### config.mk
export PLATFORM = sky130hd
export DESIGN_NAME = exc_entry_ctrl
export DESIGN_NICKNAME = d
export VERILOG_FILES = /design/src/rtl/exc_pkg.sv /design/src/rtl/exc_prio_sel.sv /design/src/rtl/exc_vec_gen.sv /design/src/rtl/exc_spsr_bank.sv /design/src/rtl/exc_entry_ctrl.sv
export SDC_FILE = /design/constraint.sdc
export NUM_CORES = 1
export LEC_CHECK = 0
export BUFFER_PORTS_ARGS = -buffer_cell sky130_fd_sc_hd__buf_2
export CAP_MARGIN = 20
export CORE_MARGIN = 2
export CORE_UTILIZATION = 40
export CTS_CLUSTER_DIAMETER = 120
export CTS_CLUSTER_SIZE = 20
export DETAILED_ROUTE_END_ITERATION = 8
export GPL_TIMING_DRIVEN = 0
export PLACE_DENSITY = 0.61
export SYNTH_ARGS = -nofsm -noshare
export SYNTH_HDL_FRONTEND = slang
export SYNTH_SLANG_ARGS = --single-unit
### constraint.sdc
create_clock -name clk -period 3.6 [get_ports clk]
set_input_delay 0.72 -clock clk [delete_from_list [all_inputs] [get_ports clk]]
set_output_delay 0.72 -clock clk [all_outputs]
set_load 0.01 [all_outputs]
### src/rtl/exc_pkg.sv
`timescale 1ns/1ps
package exc_pkg;

   localparam int unsigned NUM_SRC = 6;
   localparam int unsigned BANK_W  = 3;
   localparam int unsigned BIT_T   = 5;
   localparam int unsigned BIT_F   = 6;
   localparam int unsigned BIT_I   = 7;

   typedef enum logic [4:0] {
      MODE_USR = 5'b10000,
      MODE_FIQ = 5'b10001,
      MODE_IRQ = 5'b10010,
      MODE_SVC = 5'b10011,
      MODE_ABT = 5'b10111,
      MODE_UND = 5'b11011,
      MODE_SYS = 5'b11111
   } mode_e;

   // index order is the priority order, lowest index wins
   typedef enum logic [2:0] {
      SRC_DABT = 3'd0,
      SRC_FIQ  = 3'd1,
      SRC_IRQ  = 3'd2,
      SRC_PABT = 3'd3,
      SRC_SWI  = 3'd4,
      SRC_UND  = 3'd5
   } src_e;

   typedef struct packed {
      logic [4:0] mode;
      logic       set_f;
      logic [4:0] vec_off;
      logic [1:0] adj;     // return correction in words: 0, 1 or 2
   } entry_attr_t;

   function automatic entry_attr_t attr_of(src_e s);
      entry_attr_t a;
      case (s)
         SRC_DABT: a = '{mode: MODE_ABT, set_f: 1'b0, vec_off: 5'h10, adj: 2'd2};
         SRC_FIQ:  a = '{mode: MODE_FIQ, set_f: 1'b1, vec_off: 5'h1C, adj: 2'd1};
         SRC_IRQ:  a = '{mode: MODE_IRQ, set_f: 1'b0, vec_off: 5'h18, adj: 2'd1};
         SRC_PABT: a = '{mode: MODE_ABT, set_f: 1'b0, vec_off: 5'h0C, adj: 2'd1};
         SRC_SWI:  a = '{mode: MODE_SVC, set_f: 1'b0, vec_off: 5'h08, adj: 2'd0};
         default:  a = '{mode: MODE_UND, set_f: 1'b0, vec_off: 5'h04, adj: 2'd0};
      endcase
      return a;
   endfunction

   // saved-status slot of a mode; all ones means the mode owns none
   function automatic logic [BANK_W-1:0] bank_of(logic [4:0] m);
      logic [BANK_W-1:0] b;
      case (m)
         MODE_FIQ: b = 3'd0;
         MODE_IRQ: b = 3'd1;
         MODE_SVC: b = 3'd2;
         MODE_ABT: b = 3'd3;
         MODE_UND: b = 3'd4;
         default:  b = '1;
      endcase
      return b;
   endfunction

endpackage

### src/rtl/exc_prio_sel.sv
`timescale 1ns/1ps
module exc_prio_sel #(
   parameter int unsigned N = 6
) (
   input  logic [N-1:0] req,
   output logic [N-1:0] grant,
   output logic         any
);

   if (N < 2) begin : g_bad_n
      $error("exc_prio_sel: N must be at least 2");
   end

   for (genvar i = 0; i < N; i++) begin : g_gnt
      if (i == 0) begin : g_top
         assign grant[i] = req[i];
      end else begin : g_lower
         assign grant[i] = req[i] & ~(|req[i-1:0]);
      end
   end

   assign any = |req;

endmodule

### src/rtl/exc_vec_gen.sv
`timescale 1ns/1ps
module exc_vec_gen #(
   parameter int unsigned      XLEN    = 32,
   parameter logic [XLEN-1:0]  LO_BASE = '0,
   parameter logic [XLEN-1:0]  HI_BASE = XLEN'(32'hFFFF_0000),
   parameter int unsigned      OFF_W   = 5
) (
   input  logic             hi_sel,
   input  logic [OFF_W-1:0] off,
   output logic [XLEN-1:0]  addr
);

   if (LO_BASE[OFF_W-1:0] != '0 || HI_BASE[OFF_W-1:0] != '0) begin : g_bad_base
      $error("exc_vec_gen: vector bases must be aligned to the table size");
   end

   logic [XLEN-1:0] base;
   assign base = hi_sel ? HI_BASE : LO_BASE;
   assign addr = base + XLEN'(off);

endmodule

### src/rtl/exc_spsr_bank.sv
`timescale 1ns/1ps
module exc_spsr_bank #(
   parameter int unsigned XLEN   = 32,
   parameter int unsigned NBANK  = 5,
   parameter int unsigned IDX_W  = 3
) (
   input  logic             clk,
   input  logic             rst_n,
   input  logic             wr_en,
   input  logic [IDX_W-1:0] wr_idx,
   input  logic [XLEN-1:0]  wr_stat,
   input  logic [1:0]       wr_adj,
   input  logic [IDX_W-1:0] rd_idx,
   output logic [XLEN-1:0]  rd_stat,
   output logic [1:0]       rd_adj
);

   if (NBANK >= (1 << IDX_W)) begin : g_bad_idx
      $error("exc_spsr_bank: index width too small for bank count");
   end

   logic [XLEN-1:0] stat_q [NBANK];
   logic [1:0]      adj_q  [NBANK];

   for (genvar b = 0; b < NBANK; b++) begin : g_slot
      always_ff @(posedge clk or negedge rst_n) begin
         if (!rst_n) begin
            stat_q[b] <= '0;
            adj_q[b]  <= '0;
         end else if (wr_en && wr_idx == IDX_W'(b)) begin
            stat_q[b] <= wr_stat;
            adj_q[b]  <= wr_adj;
         end
      end
   end

   always_comb begin
      rd_stat = '0;
      rd_adj  = '0;
      for (int b = 0; b < NBANK; b++) begin
         if (rd_idx == IDX_W'(b)) begin
            rd_stat = stat_q[b];
            rd_adj  = adj_q[b];
         end
      end
   end

endmodule

### src/rtl/exc_entry_ctrl.sv
`timescale 1ns/1ps
module exc_entry_ctrl #(
   parameter int unsigned     XLEN    = 32,
   parameter logic [XLEN-1:0] LO_BASE = '0,
   parameter logic [XLEN-1:0] HI_BASE = XLEN'(32'hFFFF_0000)
) (
   input  logic            clk,
   input  logic            rst_n,
   input  logic            req_dabt,
   input  logic            req_fiq,
   input  logic            req_irq,
   input  logic            req_pabt,
   input  logic            req_swi,
   input  logic            req_und,
   input  logic            hi_vec_sel,
   input  logic [XLEN-1:0] cur_pc,
   input  logic            ret_req,
   input  logic [XLEN-1:0] ret_link,
   input  logic            stat_wr_en,
   input  logic [XLEN-1:0] stat_wr_data,
   output logic [XLEN-1:0] status_o,
   output logic            redirect_o,
   output logic [XLEN-1:0] redirect_pc_o,
   output logic            link_we_o,
   output logic [4:0]      link_mode_o,
   output logic [XLEN-1:0] link_data_o
);
   import exc_pkg::*;

   localparam int unsigned NBANK   = 5;
   localparam int unsigned OFF_W   = 5;
   localparam logic [XLEN-1:0] RST_STATUS = XLEN'(8'hD3);

   if (XLEN < 8) begin : g_bad_xlen
      $error("exc_entry_ctrl: XLEN must hold the 8 status control bits");
   end

   logic [XLEN-1:0] status_q;
   logic            boot_q;
   logic            redirect_q;
   logic [XLEN-1:0] pc_q;
   logic            link_we_q;
   logic [4:0]      link_mode_q;
   logic [XLEN-1:0] link_data_q;

   // ---------------- selection ----------------
   logic                busy;
   logic [NUM_SRC-1:0]  elig;
   logic [NUM_SRC-1:0]  grant;
   logic                take;
   src_e                src;
   entry_attr_t         attr;

   assign busy = boot_q | redirect_q;

   always_comb begin
      elig              = '0;
      elig[SRC_DABT]    = req_dabt;
      elig[SRC_FIQ]     = req_fiq & ~status_q[BIT_F];
      elig[SRC_IRQ]     = req_irq & ~status_q[BIT_I];
      elig[SRC_PABT]    = req_pabt;
      elig[SRC_SWI]     = req_swi;
      elig[SRC_UND]     = req_und;
      if (busy) elig    = '0;
   end

   exc_prio_sel #(.N(NUM_SRC)) u_prio (
      .req   (elig),
      .grant (grant),
      .any   (take)
   );

   always_comb begin
      src = SRC_DABT;
      for (int i = 0; i < NUM_SRC; i++) begin
         if (grant[i]) src = src_e'(3'(i));
      end
   end

   assign attr = attr_of(src);

   // ---------------- vector ----------------
   logic [OFF_W-1:0] vec_off;
   logic [XLEN-1:0]  vec_addr;

   assign vec_off = boot_q ? '0 : attr.vec_off;

   exc_vec_gen #(
      .XLEN(XLEN), .LO_BASE(LO_BASE), .HI_BASE(HI_BASE), .OFF_W(OFF_W)
   ) u_vec (
      .hi_sel (hi_vec_sel),
      .off    (vec_off),
      .addr   (vec_addr)
   );

   // ---------------- saved status ----------------
   logic [BANK_W-1:0] cur_bank;
   logic [BANK_W-1:0] tgt_bank;
   logic [XLEN-1:0]   saved_stat;
   logic [1:0]        saved_adj;
   logic              ret_ok;

   assign cur_bank = bank_of(status_q[4:0]);
   assign tgt_bank = bank_of(attr.mode);
   assign ret_ok   = ret_req & ~busy & ~take & ~status_q[BIT_T]
                   & (cur_bank != '1);

   exc_spsr_bank #(.XLEN(XLEN), .NBANK(NBANK), .IDX_W(BANK_W)) u_bank (
      .clk     (clk),
      .rst_n   (rst_n),
      .wr_en   (take),
      .wr_idx  (tgt_bank),
      .wr_stat (status_q),
      .wr_adj  (attr.adj),
      .rd_idx  (cur_bank),
      .rd_stat (saved_stat),
      .rd_adj  (saved_adj)
   );

   // ---------------- next status ----------------
   logic [XLEN-1:0] entry_stat;
   logic [XLEN-1:0] ret_pc;

   always_comb begin
      entry_stat         = status_q;
      entry_stat[4:0]    = attr.mode;
      entry_stat[BIT_T]  = 1'b0;
      entry_stat[BIT_I]  = 1'b1;
      if (attr.set_f) entry_stat[BIT_F] = 1'b1;
   end

   assign ret_pc = ret_link - XLEN'({saved_adj, 2'b00});

   always_ff @(posedge clk or negedge rst_n) begin
      if (!rst_n) begin
         status_q    <= RST_STATUS;
         boot_q      <= 1'b1;
         redirect_q  <= 1'b0;
         pc_q        <= '0;
         link_we_q   <= 1'b0;
         link_mode_q <= MODE_SVC;
         link_data_q <= '0;
      end else begin
         boot_q     <= 1'b0;
         redirect_q <= 1'b0;
         link_we_q  <= 1'b0;
         if (boot_q) begin
            redirect_q <= 1'b1;
            pc_q       <= vec_addr;
         end else if (take) begin
            status_q    <= entry_stat;
            redirect_q  <= 1'b1;
            pc_q        <= vec_addr;
            link_we_q   <= 1'b1;
            link_mode_q <= attr.mode;
            link_data_q <= cur_pc - XLEN'(4);
         end else if (ret_ok) begin
            status_q   <= saved_stat;
            redirect_q <= 1'b1;
            pc_q       <= ret_pc;
         end else if (stat_wr_en) begin
            status_q <= stat_wr_data;
         end
      end
   end

   assign status_o      = status_q;
   assign redirect_o    = redirect_q;
   assign redirect_pc_o = pc_q;
   assign link_we_o     = link_we_q;
   assign link_mode_o   = link_mode_q;
   assign link_data_o   = link_data_q;

endmodule

Word-level counts from Yosys, hierarchy flattened. Cells that the tools add are included.

Bits in latches: 0. Memory bits (read-only): 0. Logic and storage cells: 122. Bits in registers: 274. RAM bits: 0. Memories kept: 0. Input bits: 107.

Reductions and logical operators: 20. Eq/ne operators: 24. Bitwise operators: 23. Order comparisons: 0. Shifts and indexed selects: 0. Divide/modulo/power cells: 0. Multiply operators: 0. Add/subtract/negate cells: 3. Mux-type cells: 33.

Operators by type and width (count): $mux 32 (11); $pmux 12 s5 (1); $eq 5x5->1 const B (10); $add 32x5->32 (1); $sub 32x3->32 const B (1); $sub 32x4->32 (1); $pmux 3 s5 (2); $eq 3x2->1 const B (6); $mux 3 (4); $and 1x1->1 (11); $not 1->1 (11); $mux 2 (5); $eq 3x1->1 const B (3); $eq 3x3->1 const B (3); $logic_not 3->1 (3); $mux 8 (1); $mux 1 (7); $mux 6 (1); $reduce_and 3->1 (2); $reduce_bool 3->1 (2); $reduce_or 6->1 (1); $logic_and 1x1->1 (5); $mux 5 (1); $reduce_or 5->1 (1); other kinds (8) (9).

Depth between registers and ports, before layout. Gate-level depths: netlist (run 1).

Depth after elaboration: 16. Gate-level depth with buffers: 17. Gate-level depth less buffers: 15.

Cells and area by module. From an unflattened synthesis (run 1), not the netlist that was laid out.

Cell total of the unflattened synthesis: 1247. Area total of the unflattened synthesis: 13663.1 µm².

By module, submodules not included: exc_spsr_bank (cells an instance 551, instances 1, area each 7711.1 µm²); exc_entry_ctrl (cells an instance 654, instances 1, area each 5645.4 µm²); exc_vec_gen (cells an instance 33, instances 1, area each 244.0 µm²); exc_prio_sel (cells an instance 9, instances 1, area each 62.6 µm²).

Worst setup path after synthesis (run 1). Ideal clock, no wire load.

Path type: flip-flop to flip-flop. Start point: register status_q[3] (netlist: status_o[3]). End point: register pc_q[12] (netlist: redirect_pc_o[12]). Data arrival time: 3.405 ns. Path buffers: 2. Slack: 0.101 ns. Cell stages (with the launch flop): 17. Required time: 3.506 ns. Clock period less this slack: 3.499 ns. Cells stage by stage: dfrtp_1 -> buf_2 -> or3b_1 -> nor3_2 -> buf_2 -> a222oi_1 -> nand2_1 -> o21ai_0 -> nand2_1 -> ha_1 -> inv_1 -> fa_1 -> nor2_1 -> nand2_2 -> or4_1 -> xor2_1 -> a211oi_1.

Cells in the longest elaborated chain, start to end: 12. Elaborated cells between the ends (all ways): 23.

Ends and longest elaborated chain: start: declaration (line exc_entry_ctrl.sv:38) `logic [XLEN-1:0] status_q;`; start signal: assignment (line exc_entry_ctrl.sv:151) `status_q <= entry_stat;`; start signal: assignment (line exc_entry_ctrl.sv:158) `status_q <= saved_stat;`; start signal: assignment (line exc_entry_ctrl.sv:162) `status_q <= stat_wr_data;`; $eq 5x5->1 (line exc_pkg.sv:53) `case (m)`; $pmux 3 s5 (*) (line exc_pkg.sv:53); $logic_not 3->1 (line exc_spsr_bank.sv:41) `if (rd_idx == IDX_W'(b)) begin`; $mux 2 (5 in series) (line exc_spsr_bank.sv:41); $sub 32x4->32 (line exc_entry_ctrl.sv:132) `assign ret_pc = ret_link - XLEN'({saved_adj, 2'b00});`; $mux 32 (line exc_entry_ctrl.sv:157) `end else if (ret_ok) begin`; $mux 32 (line exc_entry_ctrl.sv:150) `end else if (take) begin`; $mux 32 (line exc_entry_ctrl.sv:147) `if (boot_q) begin`; end signal: assignment (line exc_entry_ctrl.sv:149) `pc_q <= vec_addr;`; end signal: assignment (line exc_entry_ctrl.sv:153) `pc_q <= vec_addr;`; end signal: assignment (line exc_entry_ctrl.sv:160) `pc_q <= ret_pc;`; end: declaration (line exc_entry_ctrl.sv:41) `logic [XLEN-1:0] pc_q;`.

Every way passes the cells marked *; elsewhere a longest branch is shown, timed or not. The select of a mux whose other input is x is not followed. A chain may end at the register's enable or synchronous reset.

Worst setup path after layout (run 1).
Start point: register status_q[4] (netlist: status_o[4]). End point: register pc_q[19] (netlist: redirect_pc_o[19]).

The elaborated chain is that of the path after synthesis.

==> results of run 1 <==
## metrics by stage
step                power (W)  instances
floorplan             0.00560       1213
global placement      0.00631       1822
detailed placement    0.00640       1824
CTS                   0.00839       1857
global route          0.00880       1858
finish                0.00833       1859
## worst paths after layout
kind | startpoint | to | slack, ns | depth (start not counted)
setup / recovery | status_o[4] | redirect_pc_o[19] | 0.17 | 13
hold / removal | rst_n | u_bank.stat_q[109] | 0.19 | 1
setup reg to reg | status_o[4] | redirect_pc_o[19] | 0.17 | 13
hold reg to reg | u_bank.adj_q[8] | u_bank.adj_q[8] | 0.47 | 1
max in group asynchronous | rst_n | link_mode_o[1] | 2.45 | 2
min in group clk | cur_pc[1] | link_data_o[1] | 0.40 | 3
## critical path, stage by stage, from the launching register on
cell and delay, ns:
dfstp_2 0.56, or3b_4 0.43, nor3b_4 0.25, buf_6 0.15, a222oi_1 0.08, a21oi_1 0.18, a21oi_2 0.08, ha_1 0.28
or2b_2 0.19, nand3_4 0.13, or2_4 0.32, or4_1 0.40, a21oi_1 0.17, o21ai_1 0.08
## sequential cells by signal (all words and copies together), names as in the netlist
signal	cells
boot_q	1
link_data_o	32
link_mode_o	4
link_we_o	1
redirect_o	1
redirect_pc_o	32
status_o	32
u_bank.adj_q	10
u_bank.stat_q	160
## cell type report
class,instances,share of cell area [%]
Buffer,81,3.03
Clock buffer,26,3.03
Inverter,29,0.717
Timing Repair Buffer,218,7.78
Clock inverter,2,0.115
Antenna cell,1,0.0165
Sequential cell,273,45.1
Multi-Input combinational cell,827,36.9
Tap cell,402,3.31
## timing repair
item,in CTS,in global routing
buffers inserted,7,2
pin swaps,3,5
gates resized for setup,18,10
setup endpoints to repair,27,14
## cells by family (layout without fill, tap and decap cells)
logic type / Yosys count / after routing
AOI/OAI and AO/OA: 256 / 256
and+or+nand+nor: 383 / 383
buffers and inverters: 113 / 356
muxes: 135 / 135
DFF: 273 / 273
other: 2 / 3
xor gates and xnor gates: 47 / 47
adders and majority gates: 4 / 4
## cell usage in the layout (no fill, tap or decap), drive strengths merged, types with 3 or more instances in the layout
| cell type | n |
|---|---|
| a22oi | 14 |
| dfrtp | 265 |
| o22a | 11 |
| o22ai | 3 |
| clkbuf | 62 |
| nor2b | 5 |
| nor3b | 7 |
| a211oi | 27 |
| dfstp | 8 |
| nor4 | 19 |
| nor2 | 93 |
| nand2 | 183 |
| buf | 263 |
| o32a | 16 |
| a221oi | 19 |
| o21ai | 69 |
| xnor2 | 20 |
| o211ai | 3 |
| or4 | 3 |
| and2 | 10 |
| nand4 | 7 |
| a21oi | 51 |
| o31ai | 5 |
| nand3 | 9 |
| ha | 3 |
| nor3 | 16 |
| or3 | 10 |
| mux2 | 121 |
| or2 | 3 |
| xor2 | 27 |
| mux2i | 14 |
| inv | 30 |
| a222oi | 14 |
| nand2b | 7 |
| a31oi | 4 |
| a311oi | 3 |
## power groups by stage
| stage | Combinational, W | Clock, W | Sequential [W] |
|---|---|---|---|
| after floorplan | 0.00116 | 0 | 0.00443 |
| after global placement | 0.00186 | 0 | 0.00445 |
| after detailed placement | 0.00191 | 0 | 0.00449 |
| after CTS | 0.00193 | 0.00202 | 0.00444 |
| after global routing | 0.00211 | 0.00213 | 0.00456 |
| final | 0.00191 | 0.00197 | 0.00446 |
## layer usage
metal  vias up  GRT usage (%)
met5         -              0
met4         6           5.47
met3        53           4.66
met2       313           37.0
met1      5102           31.1
li1       4758              -
==> run summary, run 1 <==
Comb pwr share: 22.9%
CTS HTree Levels: 1
Die height: 184 um
Final WL: 38,300 um
Cell variety after synth: 79
DR top layer: met5
Unrepaired setup endpoints after global routing: yes
Final setup margin: 0.171 ns
Worst Tran Pin Value: 1.03 ns
Sequential fraction of the synthesis area: 52.9%
Setup TNS: 0 ns
M1 WL: 16,900 um
Met3 WL: 2630 um
Largest family of logic cells by synthesized area: simple AND/OR/NAND/NOR gates
Largest net degree at the start of global routing: 108
Post-Synth Adder-Cell Area: 0.445%
Max-cap check violation count: 0
Total grt overflow: 0
Synth Warn #: 0
Sw frac: 31.0%
Post-Syn Area per Cell: 10.7 sq um
Root buffer cell: clkbuf_16
Most frequent cell after synthesis: dfrtp_1
Synth Register Bits: 273
Hold Buf Count CTS: 0
Filler cells: 3,018
Pint: 0.00575 W
Arrival time at the worst endpoint: 3.82 ns
Antenna violations before repair: 4
Final slew viol count: 0
Core area: 31,700 sq um
Ys async rst share: 100%
Residual DRC count: 0
Cell Pwr Density: 549 nW/um^2
Post-synth top area cell: dfrtp_1
Post-layout util: 47.8%
Worst setup EP type: flop
Die Wd: 184 um
Synth Area in Compound Gates: 13.6%
IR drop worst, VDD: 0.000327 V
Fin area: 15,200 sq um
Clock Skew: 0.0169 ns
Area post-placement: 14,500 sq um
Cells after synthesis: 1,213
Place WS: -0.678 ns
HP Class: primary input to async pin
Critical path class: flop to flop
Antenna-violating nets left: 0
Sequential share of power: 53.5%
Clock network fraction of total power: 23.6%
Critical Path RT: 3.99 ns
Share of cells above drive strength 1: 30.2%
Die area: 33,800 sq um
Fin crit share: 95.3%
Top post-synthesis cells by count: 265 x dfrtp_1, 182 x nand2_1, 121 x mux2_2
Clock Tree Buf Depth: 3
IO Pins: 210
Post-synth top flop: dfrtp_1
Synthesized net count: 1,324
Startpoint class of the critical path: flop
Via count: 10,200
Initial DRC Count: 786
Setup-failing EPs final: 0
Hold Vio Cnt, Final: 0
NetSw: 0.00258 W
Top cell type's share of synthesized area: 51.3%
DR pass1 iterations: 5
Total CTS buffers: 17
Starting density of the core: 40.8%
Leakage: 6.87 nW
Clock Latency Late Sink: 0.52 ns
Proportion of synthesized area in mux cells: 11.6%
Hpwl dp: 26,600 um
Relative slew slack: 31.2%
GR Util All Layers: 22.7%
Clock slew at reported path FFs: 0.09 ns
FP Rows: 65
Final #Nets: 1,558
Number of global-route vias before repair: 10,100
Highest achievable clock rate: 292 MHz
Vias per cell: 5.50
Area of the multi-input gates: 5600 sq um
Min Hold Slack: 0.186 ns
Met2 wire length: 17,900 um
Area contributors post-synth: dfrtp_1 51%, mux2_2 11%, nand2_1 5.3%
EDFF count, synth: 0
Total area of sequential cells: 6840 sq um
Post-route minimum period: 3.43 ns
Crit-path max FO: 8
First-pass GRT wire length: 59,600 um
CTS tree: done
Area Growth Syn to Fin: 17.4%
Status: finished, final reports clean
Simple-gate share of the synthesized area: 13.9%
Sink Count: 273
Drt wl/cell: 20.6 um
Placer congestion estimate: 0.883
Syn Std Cell Area: 12,900 sq um
# port buffers: 207
Post-synthesis xor/xnor area fraction: 3.18%
No activity file was read; power rests on OpenSTA's default activity.
==> run 2, diff against run 1 <==
--- a/config.mk
+++ b/config.mk
@@ -13,7 +13,8 @@
 export CTS_CLUSTER_SIZE = 20
 export DETAILED_ROUTE_END_ITERATION = 8
 export GPL_TIMING_DRIVEN = 0
-export PLACE_DENSITY = 0.61
+export PLACE_DENSITY = 0.59
+export REMOVE_ABC_BUFFERS = 1
 export SYNTH_ARGS = -nofsm -noshare
 export SYNTH_HDL_FRONTEND = slang
 export SYNTH_SLANG_ARGS = --single-unit
==> constraint.sdc (replaced) <==
create_clock -name clk -period 3.85 [get_ports clk]
set_input_delay 0.385 -clock clk [delete_from_list [all_inputs] [get_ports clk]]
set_output_delay 0.385 -clock clk [all_outputs]
set_load 0.01 [all_outputs]
==> run 2 against run 1 <==
- sequential cell count unchanged
- count of clock-buffer cells in the layout up 1
- register-to-register slack better by 0.05 ns
- final cell count down 2.5%
- first-iteration DRC count down 14%
- critical endpoint is now redirect_pc_o[12]
- highest routed layer is now met4
==> run summary, run 2 (synthesized netlist as in run 1, its figures left out) <==
Core area: 31,700 sq um (unchanged)
Unrepaired setup endpoints after global routing: no
Worst Tran Pin Value: 0.958 ns (-0.0735 ns)
Root buffer cell: clkbuf_16
Setup TNS: 0 ns (unchanged)
GR Util All Layers: 20.8% (-1.9 points)
Initial DRC Count: 679 (-14%)
Place WS: -0.730 ns (-0.0529 ns)
Total CTS buffers: 17 (unchanged)
Total grt overflow: 0 (unchanged)
Vias per cell: 5.50 (about the same)
First-pass GRT wire length: 55,400 um (-7.1%)
Hpwl dp: 22,400 um (-16%)
CTS tree: done
Max reg flops: 160 (unchanged)
Buffers and inverters on the worst path: 1 (unchanged)
IO Pins: 210 (unchanged)
Worst setup EP type: flop
Clock Tree Buf Depth: 3 (unchanged)
Max incr delay on CP: 0.58 ns (+0.02 ns)
Clock Skew: 0.0104 ns (-0.00653 ns)
Critical path class: flop to flop
Filler cells: 2,982 (-1.2%)
Hold Vio Cnt, Final: 0 (unchanged)
Fin area: 15,200 sq um (about the same)
DR pass1 iterations: 5 (unchanged)
# port buffers: 208 (+0.48%)
Share of cells above drive strength 1: 30.3% (+0.19 points)
Comb pwr share: 22.8% (about the same)
Crit-path max FO: 15 (+7)
Area post-placement: 14,500 sq um (-0.41%)
Die height: 184 um (unchanged)
Number of global-route vias before repair: 9,762 (-3.4%)
Most frequent CP cell: nand2_1
Final slew viol count: 0 (unchanged)
Area of the multi-input gates: 5590 sq um (about the same)
Leakage: 6.81 nW (-0.90%)
Largest net degree at the start of global routing: 118 (+9.3%)
Top Family by Delay on Critical Path: simple AND/OR/NAND/NOR gates
Status: finished, final reports clean
Most frequent cells in the layout: 264 x dfrtp_1, 207 x buf_2, 181 x nand2_1
Highest achievable clock rate: 276 MHz (-5.5%)
Relative slew slack: 36.1% (+4.9 points)
Commonest non-fill, non-tap cell in the layout: dfrtp_1
Die Wd: 184 um (unchanged)
Fin crit share: 94.3% (-0.99 points)
IR drop worst, VDD: 0.000323 V (-1.1%)
Pint: 0.00540 W (-6.1%)
Via count: 9,971 (-2.6%)
Clock Latency Late Sink: 0.51 ns (about the same)
Placer congestion estimate: 0.835 (-5.5%)
Setup-failing EPs final: 0 (unchanged)
Starting density of the core: 40.8% (unchanged)
CTS HTree Levels: 1 (unchanged)
NetSw: 0.00238 W (-7.7%)
Final #Nets: 1,505 (-3.4%)
Post-route minimum period: 3.63 ns (+0.200 ns)
Arrival time at the worst endpoint: 4.03 ns (+0.21 ns)
Die area: 33,800 sq um (unchanged)
Cell Pwr Density: 513 nW/um^2 (-6.6%)
Drt wl/cell: 19.4 um (-5.7%)
Residual DRC count: 0 (unchanged)
Final setup margin: 0.221 ns (+0.0500 ns)
Top reg by flops: u_bank.stat_q
Clock slew at reported path FFs: 0.08 ns (about the same)
Max-cap check violation count: 0 (unchanged)
Final WL: 35,200 um (-8.1%)
Crit-path cells: or3b_4 -> nor3_4 -> a222oi_1 -> nand2_1 -> o21ai_0 -> nand2_1 -> ha_1 -> inv_1 -> fa_1 -> nor2_1 -> nand2_2 -> or4_1 -> xor2_1 -> a211oi_1
Sw frac: 30.6% (-0.37 points)
Antenna-violating nets left: 0 (unchanged)
HP Class: primary input to flop
Total area of sequential cells: 6850 sq um (about the same)
Sink Count: 273 (unchanged)
Area Growth Syn to Fin: 17.3% (about the same)
Sequential share of power: 53.4% (about the same)
Min Hold Slack: 0.0758 ns (-0.110 ns)
FP Rows: 65 (unchanged)
Slowest stage cell, crit path: dfrtp_4
Critical Path RT: 4.25 ns (+0.26 ns)
Clock network fraction of total power: 23.8% (+0.2 points)
Startpoint class of the critical path: flop
Antenna violations before repair: 6 (+2)
## run 2: cell count changes in the layout (fill, tap and decap cells not counted), sizes merged
| cell | before | now |
|---|---|---|
| buf | 263 | 244 |
| dlygate4sd3 | 0 | 1 |
| clkbuf | 62 | 28 |
| diode | 1 | 6 |
## run 2: final timing paths
kind / start / to / slack (ns) / cells past startpoint
worst max-delay path: status_o[2] / redirect_pc_o[12] / 0.22 / 14
worst min-delay path: cur_pc[1] / link_data_o[1] / 0.08 / 3
worst max register to register: status_o[2] / redirect_pc_o[12] / 0.22 / 14
worst min register to register: u_bank.adj_q[8] / u_bank.adj_q[8] / 0.48 / 1
max in group asynchronous: rst_n / link_data_o[15] / 2.04 / 4
min in group asynchronous: rst_n / redirect_pc_o[28] / 0.40 / 2
## run 2: power by group through the flow
stage               sequential [W]  clock (W)  combinational (W)
floorplan                  0.00418          0            0.00100
global placement           0.00420          0            0.00161
detailed placement         0.00424          0            0.00170
CTS                        0.00418    0.00190            0.00172
global route               0.00426    0.00199            0.00198
finish                     0.00416    0.00185            0.00178
## run 2: final cells by class
cell class / count / area share (%)
diodes: 6 / 0.0990
clock buffers: 27 / 3.05
clock inverters: 2 / 0.115
inverters: 29 / 0.717
multi-input cells: 827 / 36.9
flip-flops and latches: 273 / 45.1
well taps: 402 / 3.32
repair buffers: 246 / 10.7
## run 2: routing by layer
layer  global-route usage (%)  share of wire (%)
met5                        0                  0
met4                     7.33                2.8
met3                     2.34                4.1
met2                     34.9                 50
met1                     28.0                 43
## run 2: tightest hold or removal path: stages
cell and delay (ns):
buf_2 0.08, nand2_1 0.04, nand2_1 0.05
## run 2: per-stage QoR
step                total power [W]  util [%]  instances
floorplan                   0.00518         -       1129
global placement            0.00581      44.2       1739
detailed placement          0.00594      45.6       1758
CTS                         0.00781      47.5       1798
global route                0.00824      47.8       1812
finish                      0.00778      47.8       1812
## run 2: timing repair
action / 4_1_cts / 5_1_grt
pin swaps: 2 / 0
setup endpoints to repair: 29 / 16
gates resized for setup: 7 / 2
setup buffers: 10 / 8
hold buffers: 1 / 0
cloned: 0 / 0
endpoints found under the hold margin: 70 / 0
